$ cat src/rtl/irq_regs_pkg.sv
package irq_regs_pkg;

  // Per-cycle bus strobes produced by the address decoder.
  typedef struct packed {
    logic rd_brk;
    logic rd_tmr;
    logic rd_key;
    logic wr_mask;
    logic clr_tmr;
    logic clr_key;
  } irq_dec_t;

endpackage

$ cat src/rtl/irq_bus_decode.sv
module irq_bus_decode
  import irq_regs_pkg::*;
#(
  parameter int              AW       = 8,
  parameter logic [AW-1:0]   A_BRK    = 8'hC8,
  parameter logic [AW-1:0]   A_TMR    = 8'hCA,
  parameter logic [AW-1:0]   A_MSK    = 8'hD4,
  parameter logic [AW-1:0]   A_KEY    = 8'hE0
) (
  input  logic          sel_i,
  input  logic          wr_i,
  input  logic [AW-1:0] addr_i,
  input  logic          dbg_i,
  output irq_dec_t      dec_o
);

  logic rd_any;
  logic wr_any;

  always_comb begin
    rd_any        = sel_i & ~wr_i;
    wr_any        = sel_i &  wr_i;
    dec_o.rd_brk  = rd_any & (addr_i == A_BRK);
    dec_o.rd_tmr  = rd_any & (addr_i == A_TMR);
    dec_o.rd_key  = rd_any & (addr_i == A_KEY);
    dec_o.wr_mask = wr_any & (addr_i == A_MSK);
    // Inspection reads return data but never acknowledge.
    dec_o.clr_tmr = dec_o.rd_tmr & ~dbg_i;
    dec_o.clr_key = dec_o.rd_key & ~dbg_i;
  end

endmodule

$ cat src/rtl/irq_timer_flag.sv
module irq_timer_flag (
  input  logic clk,
  input  logic rst_n,
  input  logic tick_i,
  input  logic wr_mask_i,
  input  logic mask_bit_i,
  input  logic clr_i,
  output logic flag_o,
  output logic mask_o
);

  logic flag_q, flag_d;
  logic mask_q, mask_d;
  logic set_c, drop_c;

  always_comb begin
    mask_d = wr_mask_i ? mask_bit_i : mask_q;
    set_c  = tick_i & ~mask_d;
    drop_c = clr_i | mask_d;
    if (set_c)       flag_d = 1'b1;
    else if (drop_c) flag_d = 1'b0;
    else             flag_d = flag_q;
  end

  always_ff @(posedge clk or negedge rst_n) begin
    if (!rst_n) begin
      flag_q <= 1'b0;
      mask_q <= 1'b0;
    end else begin
      flag_q <= flag_d;
      if (wr_mask_i) mask_q <= mask_d;
    end
  end

  assign flag_o = flag_q;
  assign mask_o = mask_q;

endmodule

$ cat src/rtl/irq_key_latch.sv
module irq_key_latch #(
  parameter int DW = 8
) (
  input  logic          clk,
  input  logic          rst_n,
  input  logic          vld_i,
  input  logic [DW-1:0] code_i,
  input  logic          clr_i,
  output logic          pend_o,
  output logic [DW-1:0] code_o
);

  logic          pend_q, pend_d;
  logic [DW-1:0] code_q;

  always_comb begin
    if (vld_i)      pend_d = 1'b1;
    else if (clr_i) pend_d = 1'b0;
    else            pend_d = pend_q;
  end

  always_ff @(posedge clk or negedge rst_n) begin
    if (!rst_n) begin
      pend_q <= 1'b0;
      code_q <= '0;
    end else begin
      pend_q <= pend_d;
      if (vld_i) code_q <= code_i;
    end
  end

  assign pend_o = pend_q;
  assign code_o = code_q;

endmodule

$ cat src/rtl/irq_break_sync.sv
module irq_break_sync #(
  parameter int STAGES = 2
) (
  input  logic clk,
  input  logic rst_n,
  input  logic async_i,
  output logic sync_o
);

  logic [STAGES-1:0] chain_q;

  generate
    for (genvar s = 0; s < STAGES; s++) begin : g_stage
      if (s == 0) begin : g_first
        always_ff @(posedge clk or negedge rst_n) begin
          if (!rst_n) chain_q[0] <= 1'b0;
          else        chain_q[0] <= async_i;
        end
      end else begin : g_next
        always_ff @(posedge clk or negedge rst_n) begin
          if (!rst_n) chain_q[s] <= 1'b0;
          else        chain_q[s] <= chain_q[s-1];
        end
      end
    end
  endgenerate

  assign sync_o = chain_q[STAGES-1];

endmodule

$ cat src/rtl/irq_regs_ctrl.sv
module irq_regs_ctrl
  import irq_regs_pkg::*;
#(
  parameter int              DW          = 8,
  parameter int              AW          = 8,
  parameter int              SYNC_STAGES = 2,
  parameter logic [AW-1:0]   A_BRK       = 8'hC8,
  parameter logic [AW-1:0]   A_TMR       = 8'hCA,
  parameter logic [AW-1:0]   A_MSK       = 8'hD4,
  parameter logic [AW-1:0]   A_KEY       = 8'hE0
) (
  input  logic          clk,
  input  logic          rst_n,
  input  logic          tick_i,
  input  logic          key_vld_i,
  input  logic [DW-1:0] key_code_i,
  input  logic          brk_key_i,
  input  logic          sel_i,
  input  logic          wr_i,
  input  logic [AW-1:0] addr_i,
  input  logic [DW-1:0] wdata_i,
  input  logic          dbg_i,
  output logic [DW-1:0] rdata_o,
  output logic          firq_o,
  output logic          irq_o,
  output logic          nmi_o
);

  localparam int MSB = DW - 1;

  // Reset: asserted asynchronously, released on a clock edge.
  logic [1:0] rst_sync_q;
  logic       rst_n_s;

  always_ff @(posedge clk or negedge rst_n) begin
    if (!rst_n) rst_sync_q <= 2'b00;
    else        rst_sync_q <= {rst_sync_q[0], 1'b1};
  end
  assign rst_n_s = rst_sync_q[1];

  irq_dec_t      dec;
  logic          tmr_flag;
  logic          tmr_mask;
  logic          key_pend;
  logic [DW-1:0] key_code;
  logic          brk_s;

  irq_bus_decode #(
    .AW(AW), .A_BRK(A_BRK), .A_TMR(A_TMR), .A_MSK(A_MSK), .A_KEY(A_KEY)
  ) u_dec (
    .sel_i (sel_i),
    .wr_i  (wr_i),
    .addr_i(addr_i),
    .dbg_i (dbg_i),
    .dec_o (dec)
  );

  irq_timer_flag u_tmr (
    .clk       (clk),
    .rst_n     (rst_n_s),
    .tick_i    (tick_i),
    .wr_mask_i (dec.wr_mask),
    .mask_bit_i(wdata_i[MSB]),
    .clr_i     (dec.clr_tmr),
    .flag_o    (tmr_flag),
    .mask_o    (tmr_mask)
  );

  irq_key_latch #(.DW(DW)) u_key (
    .clk   (clk),
    .rst_n (rst_n_s),
    .vld_i (key_vld_i),
    .code_i(key_code_i),
    .clr_i (dec.clr_key),
    .pend_o(key_pend),
    .code_o(key_code)
  );

  irq_break_sync #(.STAGES(SYNC_STAGES)) u_brk (
    .clk    (clk),
    .rst_n  (rst_n_s),
    .async_i(brk_key_i),
    .sync_o (brk_s)
  );

  always_comb begin
    rdata_o = '0;
    if (dec.rd_tmr)      rdata_o[MSB] = tmr_flag;
    else if (dec.rd_brk) rdata_o[MSB] = brk_s;
    else if (dec.rd_key) rdata_o      = key_code;
  end

  assign firq_o = tmr_flag;
  assign irq_o  = key_pend;
  assign nmi_o  = brk_s;

endmodule

$ cat config.mk
export PLATFORM = sky130hd
export DESIGN_NAME = irq_regs_ctrl
export DESIGN_NICKNAME = d
export VERILOG_FILES = /design/src/rtl/irq_regs_pkg.sv /design/src/rtl/irq_bus_decode.sv /design/src/rtl/irq_timer_flag.sv /design/src/rtl/irq_key_latch.sv /design/src/rtl/irq_break_sync.sv /design/src/rtl/irq_regs_ctrl.sv
export SDC_FILE = /design/constraint.sdc
export NUM_CORES = 1
export LEC_CHECK = 0
export ABC_AREA = 1
export BUFFER_PORTS_ARGS = -buffer_cell sky130_fd_sc_hd__buf_2
export CAP_MARGIN = 20
export CORE_MARGIN = 1
export CORE_UTILIZATION = 42
export DETAILED_ROUTE_END_ITERATION = 7
export PLACE_DENSITY = 0.79
export SLEW_MARGIN = 20
export SYNTH_ARGS = -nofsm -noshare
export SYNTH_HDL_FRONTEND = slang
export SYNTH_SLANG_ARGS = --single-unit
export TNS_END_PERCENT = 1
$ cat constraint.sdc
create_clock -name clk -period 1.06 [get_ports clk]
set_clock_uncertainty 0.2 [all_clocks]
set_input_delay 0.106 -clock clk [delete_from_list [all_inputs] [get_ports clk]]
set_output_delay 0.106 -clock clk [all_outputs]
set_load 0.02 [all_outputs]
==> results.json, run 1 <==
{
  "fin_nets": 191,
  "hold_viol_final": 8,
  "htreeDepth": 1,
  "holdCritPathClass": "primary input to flop",
  "max_clock_freq_ghz": 0.7226,
  "violations": "hold timing, setup timing",
  "routed.top_layer": "met4",
  "vias": 822,
  "slowest_stage": "dfrtp_2",
  "ant_nets": 0,
  "setup_viol": 11,
  "wl_met2_um": 987,
  "grt_pass1_wl_mm": 3.042,
  "timing.setup.tns_ns": -1.705,
  "antenna_cells": 0,
  "cp_slowest_stage_delay_ns": 0.36,
  "hold_ws_ns": -0.03347,
  "firstDrtPassIters": 4,
  "outcome": "finished with violations",
  "power.density_nw_per_um2": 937.5,
  "avgSynthCellArea_um2": 7.583,
  "cts_tree": "done",
  "grt_max_degree": 17,
  "wl_met3_um": 92,
  "antenna_found_initial": 0,
  "clock-sinks": 15,
  "initial_utilization": 0.4710,
  "synth_cell_types": 17,
  "io_buffers": 35,
  "worst-path-buf-inv": 2,
  "yosys_warnings": 0,
  "ys_seq_area_frac": 0.5000,
  "drive_gt1_frac": 0.3544,
  "area_growth_pct": 65.33,
  "rows": 14,
  "crit_start": "u_brk.sync_o$_DFF_PN0_",
  "worst_pin_slew_ns": 0.5070,
  "finalCritPeriodShare": 1.306,
  "crit_required_ns": 0.75,
  "postCtsHoldBufs": 15,
  "maxSlewViolCount": 0,
  "synthCells": 99,
  "gp_congestion": 0.8001,
  "drv_cap": 0,
  "r2r-start": "u_tmr.flag_o$_DFFE_PN0P_",
  "finalCriticalPeriod_ns": 1.384,
  "leakage_nw": 0.6606,
  "ir_drop_uv": 788.8,
  "post-dp-hpwl_mm": 1.190,
  "arrival_ns": 1.08,
  "syn_area_um2": 750.7,
  "rsz0062_at_grt": "yes",
  "hp-start": "key_vld_i",
  "power_mw": 1.164,
  "synth-seq-cells": 15,
  "start_kind": "flop",
  "endpoint_kind": "output pin",
  "cp_cell_sequence": "inv_1, o211ai_1, nand2_1, nand2_2, buf_6",
  "fin_util": 0.7787,
  "critPathMaxFanout": 2,
  "die_w_um": 44.28,
  "core_um2": 1594,
  "synth_nets": 131,
  "wl_per_cell_um": 10.01,
  "clk_path_buf_depth": 2,
  "cts_buffers": 3,
  "die-height_um": 44.28,
  "grt_pass1_vias": 809,
  "placed_area_um2": 999.7,
  "pin_count": 43,
  "viasPerCell": 4.516,
  "root_buffer": "clkbuf_4",
  "finalWorstSetupSlack_ns": -0.3239,
  "drc_errors": 0,
  "grt_use_total": 0.2136,
  "place_ws_ns": -0.2856,
  "finalInstanceArea_um2": 1241,
  "wirelength_mm": 1.821,
  "overflow": 0,
  "cts.reportedPaths.clkPinSlew_ns": 0.08,
  "drt-met1-wl_um": 732,
  "placed_cells": 163,
  "clock_latency_ns": 0.27,
  "maxSlewHeadroom": 0.6620,
  "drt_iter0_drc": 12,
  "die_area_um2": 1960,
  "finalNonFillerCells": 182,
  "crit_family": "flip-flops",
  "worstSetupPathType": "flop to output pin"
}
-- path summary, 6_finish.rpt --
kind	end	slack, ns	depth (start not counted)
min	u_key.code_o[6]$_DFFE_PN0P_	-0.03	2
max	rdata_o[7]	-0.32	5
min in group asynchronous	u_key.code_o[6]$_DFFE_PN0P_	0.01	0
min reg2reg	u_key.code_o[6]$_DFFE_PN0P_	0.01	0
max in group asynchronous	rst_sync_q[0]$_DFF_PN0_	0.07	3
max reg2reg	u_tmr.flag_o$_DFFE_PN0P_	0.11	3
-- Yosys cell counts --
cell type,count,area share
o211ai_1,1,0.010
nand3_1,4,0.027
nand4_1,4,0.033
nor2_2,2,0.017
nand2_1,26,0.13
o21ai_0,7,0.047
buf_2,1,0.0067
nor2_1,13,0.065
a21oi_2,1,0.012
dfrtp_1,15,0.50
o21ai_2,1,0.012
inv_2,1,0.0050
nand2_2,1,0.0083
inv_1,19,0.095
nand3_2,1,0.013
nor2_4,1,0.015
conb_1,1,0.0050
-- final cells by class --
| cell class | count | area (um^2) |
|---|---|---|
| Tap cell | 24 | 30.03 |
| Multi-Input combinational cell | 63 | 320.3 |
| Timing Repair Buffer | 56 | 412.9 |
| Sequential cell | 15 | 376.6 |
| Clock buffer | 4 | 26.28 |
| Inverter | 20 | 75.07 |
| Fill cell | 120 | 352.8 |
-- flip-flops by register name, summed over array words and instances, names as in the netlist --
register       cells
u_key.code_o       8
rst_sync_q         2
u_brk.chain_q      1
u_brk.sync_o       1
u_key.pend_o       1
u_tmr.flag_o       1
u_tmr.mask_o       1
-- cell families after synthesis --
family | count (synthesis) | share of synthesized area
DFF | 15 | 0.5000
and+or+nand+nor | 52 | 0.3083
AOI/OAI and AO/OA | 10 | 0.08000
other | 1 | 0.004995
buffers and inverters | 21 | 0.1067
-- where the power goes --
part | switching [mW] | total (mW) | internal [mW]
Sequential | 0.0209 | 0.631 | 0.610
Clock | 0.165 | 0.310 | 0.146
Combinational | 0.105 | 0.223 | 0.117
Total | 0.291 | 1.16 | 0.873
-- layer usage --
layer	GRT usage	up-vias
li1	-	418
met1	0.2261	371
met2	0.4265	31
met3	0.02449	2
met4	0.07273	0
met5	0	-
-- cells in the final DEF (no fill, tap or decap), types with 7 or more instances in the layout --
cell type	instances
inv_1	19
o21ai_0	7
nand2_1	24
dlygate4sd3_1	15
dfrtp_1	14
buf_2	24
buf_4	12
nor2_1	12
-- what timing repair did --
action	CTS	global route
resized for setup	16	4
setup endpoints to repair	11	12
buffers inserted	0	0
hold endpoints to repair	14	4
pin swaps	4	1
(Power assumes the default switching activity.)
==> inputs of run 2 (changes only) <==
--- a/config.mk
+++ b/config.mk
@@ -9,9 +9,10 @@
 export BUFFER_PORTS_ARGS = -buffer_cell sky130_fd_sc_hd__buf_2
 export CAP_MARGIN = 20
 export CORE_MARGIN = 1
-export CORE_UTILIZATION = 42
+export CORE_UTILIZATION = 44
+export CTS_BUF_LIST = sky130_fd_sc_hd__clkbuf_8
 export DETAILED_ROUTE_END_ITERATION = 7
-export PLACE_DENSITY = 0.79
+export PLACE_DENSITY = 0.82
 export SLEW_MARGIN = 20
 export SYNTH_ARGS = -nofsm -noshare
 export SYNTH_HDL_FRONTEND = slang
==> run 2 against run 1 <==
Against the previous run:
- the flow still finishes with violations (hold timing, setup timing)
- cell count down 3.3%
- core utilization up 3.1 points
- worst hold slack better by 0.0082 ns
- non-clock buffer count up 2
- largest power group unchanged
- total power up 14%
- first-iteration DRC count unchanged
- cell area up 0.50%
- flip-flop and latch count unchanged
==> results.json, run 2 (synthesis results as in run 1) <==
{
  "finalCritPeriodShare": 1.276,
  "worst-path-buf-inv": 1,
  "die_w_um": 43.31,
  "drive_gt1_frac": 0.3875,
  "final_common_cell": "buf_2",
  "antenna_cells": 0,
  "firstDrtPassIters": 4,
  "antenna_found_initial": 0,
  "hp-start": "wdata_i[7]",
  "drv_cap": 0,
  "r2r-start": "u_key.code_o[7]$_DFFE_PN0P_",
  "endpoint_kind": "output pin",
  "crit_start": "u_key.code_o[7]$_DFFE_PN0P_",
  "critPathMaxFanout": 2,
  "busiest_layer": "met2",
  "worst_pin_slew_ns": 0.5093,
  "p_sw_frac": 0.2497,
  "clock-sinks": 15,
  "layout_common_cells": "27 x buf_2, 25 x nand2_1, 19 x inv_1",
  "placed_area_um2": 1012,
  "timing.setup.tns_ns": -1.641,
  "hold_viol_final": 1,
  "p_sw_mw": 0.3299,
  "die-height_um": 43.31,
  "ant_nets": 0,
  "crit_family": "flip-flops",
  "rows": 14,
  "grt_max_degree": 17,
  "hold_ws_ns": -0.02524,
  "gp_congestion": 0.8662,
  "power.density_nw_per_um2": 1059,
  "drc_errors": 0,
  "io_buffers": 35,
  "slowest_stage": "dfrtp_1",
  "combPwrFrac": 0.178,
  "htreeDepth": 1,
  "grt_pass1_vias": 884,
  "core_um2": 1541,
  "cts_buffers": 3,
  "wirelength_mm": 2.185,
  "viasPerCell": 4.807,
  "start_kind": "flop",
  "met3_usage": 0.07234,
  "violations": "hold timing, setup timing",
  "pin_count": 43,
  "p_int_mw": 0.9913,
  "cp_cell_sequence": "nand4_1, nand2_1, nand2_1, nand2_2, buf_6",
  "rsz0062_at_grt": "yes",
  "outcome": "finished with violations",
  "finalWorstSetupSlack_ns": -0.2922,
  "wl_per_cell_um": 12.41,
  "worstSetupPathType": "flop to output pin",
  "path_common_cell": "nand2_1",
  "finalCriticalPeriod_ns": 1.352,
  "p_clk_frac": 0.343,
  "clock_latency_ns": 0.24,
  "ir_drop_uv": 852.9,
  "use_met2": 0.5075,
  "post-dp-hpwl_mm": 1.232,
  "die_area_um2": 1875,
  "cts_tree": "done",
  "clk_path_buf_depth": 2,
  "arrival_ns": 1.05,
  "setup_viol": 11,
  "maxSlewHeadroom": 0.6605,
  "use_met1": 0.2692,
  "grt_pass1_wl_mm": 3.560,
  "placed_cells": 158,
  "maxSlewViolCount": 0,
  "vias": 846,
  "fin_util": 0.8093,
  "initial_utilization": 0.4870,
  "crit_required_ns": 0.75,
  "overflow": 0,
  "finalNonFillerCells": 176,
  "leakage_nw": 0.6826,
  "area_growth_pct": 66.17,
  "holdCritPathClass": "primary input to flop",
  "largest_register_ffs": 8,
  "drt_iter0_drc": 12,
  "finalInstanceArea_um2": 1247,
  "fin_nets": 193,
  "grt_use_total": 0.2601,
  "seqPwrFrac": 0.479,
  "cts.reportedPaths.clkPinSlew_ns": 0.06,
  "postCtsHoldBufs": 13,
  "max_clock_freq_ghz": 0.7395,
  "root_buffer": "clkbuf_8",
  "cp_slowest_stage_delay_ns": 0.38
}
run 2: changes by cell type in the layout (fill, tap and decap cells not counted), moves of 3 or more:
cell	change
clkbuf_4	-4
buf_2	+3
buf_6	-3
clkbuf_8	+3
dlygate4sd3_1	-3
buf_4	+5
run 2: path summary, 6_finish.rpt:
| check | cells past startpoint | slack, ns | to |
|---|---|---|---|
| hold / removal | 3 | -0.03 | u_tmr.mask_o$_DFFE_PN0P_ |
| hold reg to reg | 0 | 0.01 | u_key.code_o[6]$_DFFE_PN0P_ |
| min in group asynchronous | 0 | 0.01 | u_key.code_o[6]$_DFFE_PN0P_ |
| max in group asynchronous | 3 | 0.06 | rst_sync_q[0]$_DFF_PN0_ |
| setup / recovery | 5 | -0.29 | rdata_o[7] |
| setup reg to reg | 4 | 0.03 | u_key.code_o[7]$_DFFE_PN0P_ |
run 2: cell type report:
type	count	area, um^2
fill	99	294.0
sequential	15	376.6
clock buffer	3	41.29
timing repair buffer	58	406.6
inverter	20	75.07
multi-input combinational	63	322.8
clock inverter	1	5.005
tap	16	20.02
run 2: metal layers:
metal  part of all wire  wire length [um]
met2               0.57              1243
met4             0.0073                16
met1               0.37               818
met5                  0                 0
met3              0.049               107
run 2: stage by stage:
stage / setup WS [ns] / power (mW)
final: -0.2922 / 1.321
after CTS: -0.2855 / 1.304
after global routing: -0.3553 / 1.385
after detailed placement: -0.2705 / 0.8157
after global placement: -0.2040 / 0.8079
after floorplan: -0.04132 / 0.7122
run 2: worst register-to-register path: stages (launching register included):
cell,delay (ns)
dfrtp_1,0.38
buf_4,0.13
buf_4,0.12
nand2_1,0.05
nand2_1,0.04
run 2: power groups by stage:
stage | combinational [mW] | clock, mW | sequential [mW]
6_report | 0.235 | 0.453 | 0.632
3_3_place_gp | 0.167 | 0 | 0.641
5_1_grt | 0.262 | 0.487 | 0.637
4_1_cts | 0.224 | 0.448 | 0.632
3_5_place_dp | 0.173 | 0 | 0.642
2_1_floorplan | 0.0697 | 0 | 0.643
run 2: timing repair:
| action | 4_1_cts | 5_1_grt |
|---|---|---|
| pin swaps | 2 | 1 |
| endpoints found under the setup margin | 11 | 13 |
| resized for setup | 13 | 4 |
| setup buffers | 1 | 0 |
| cloned | 0 | 0 |
| hold endpoints to repair | 14 | 1 |
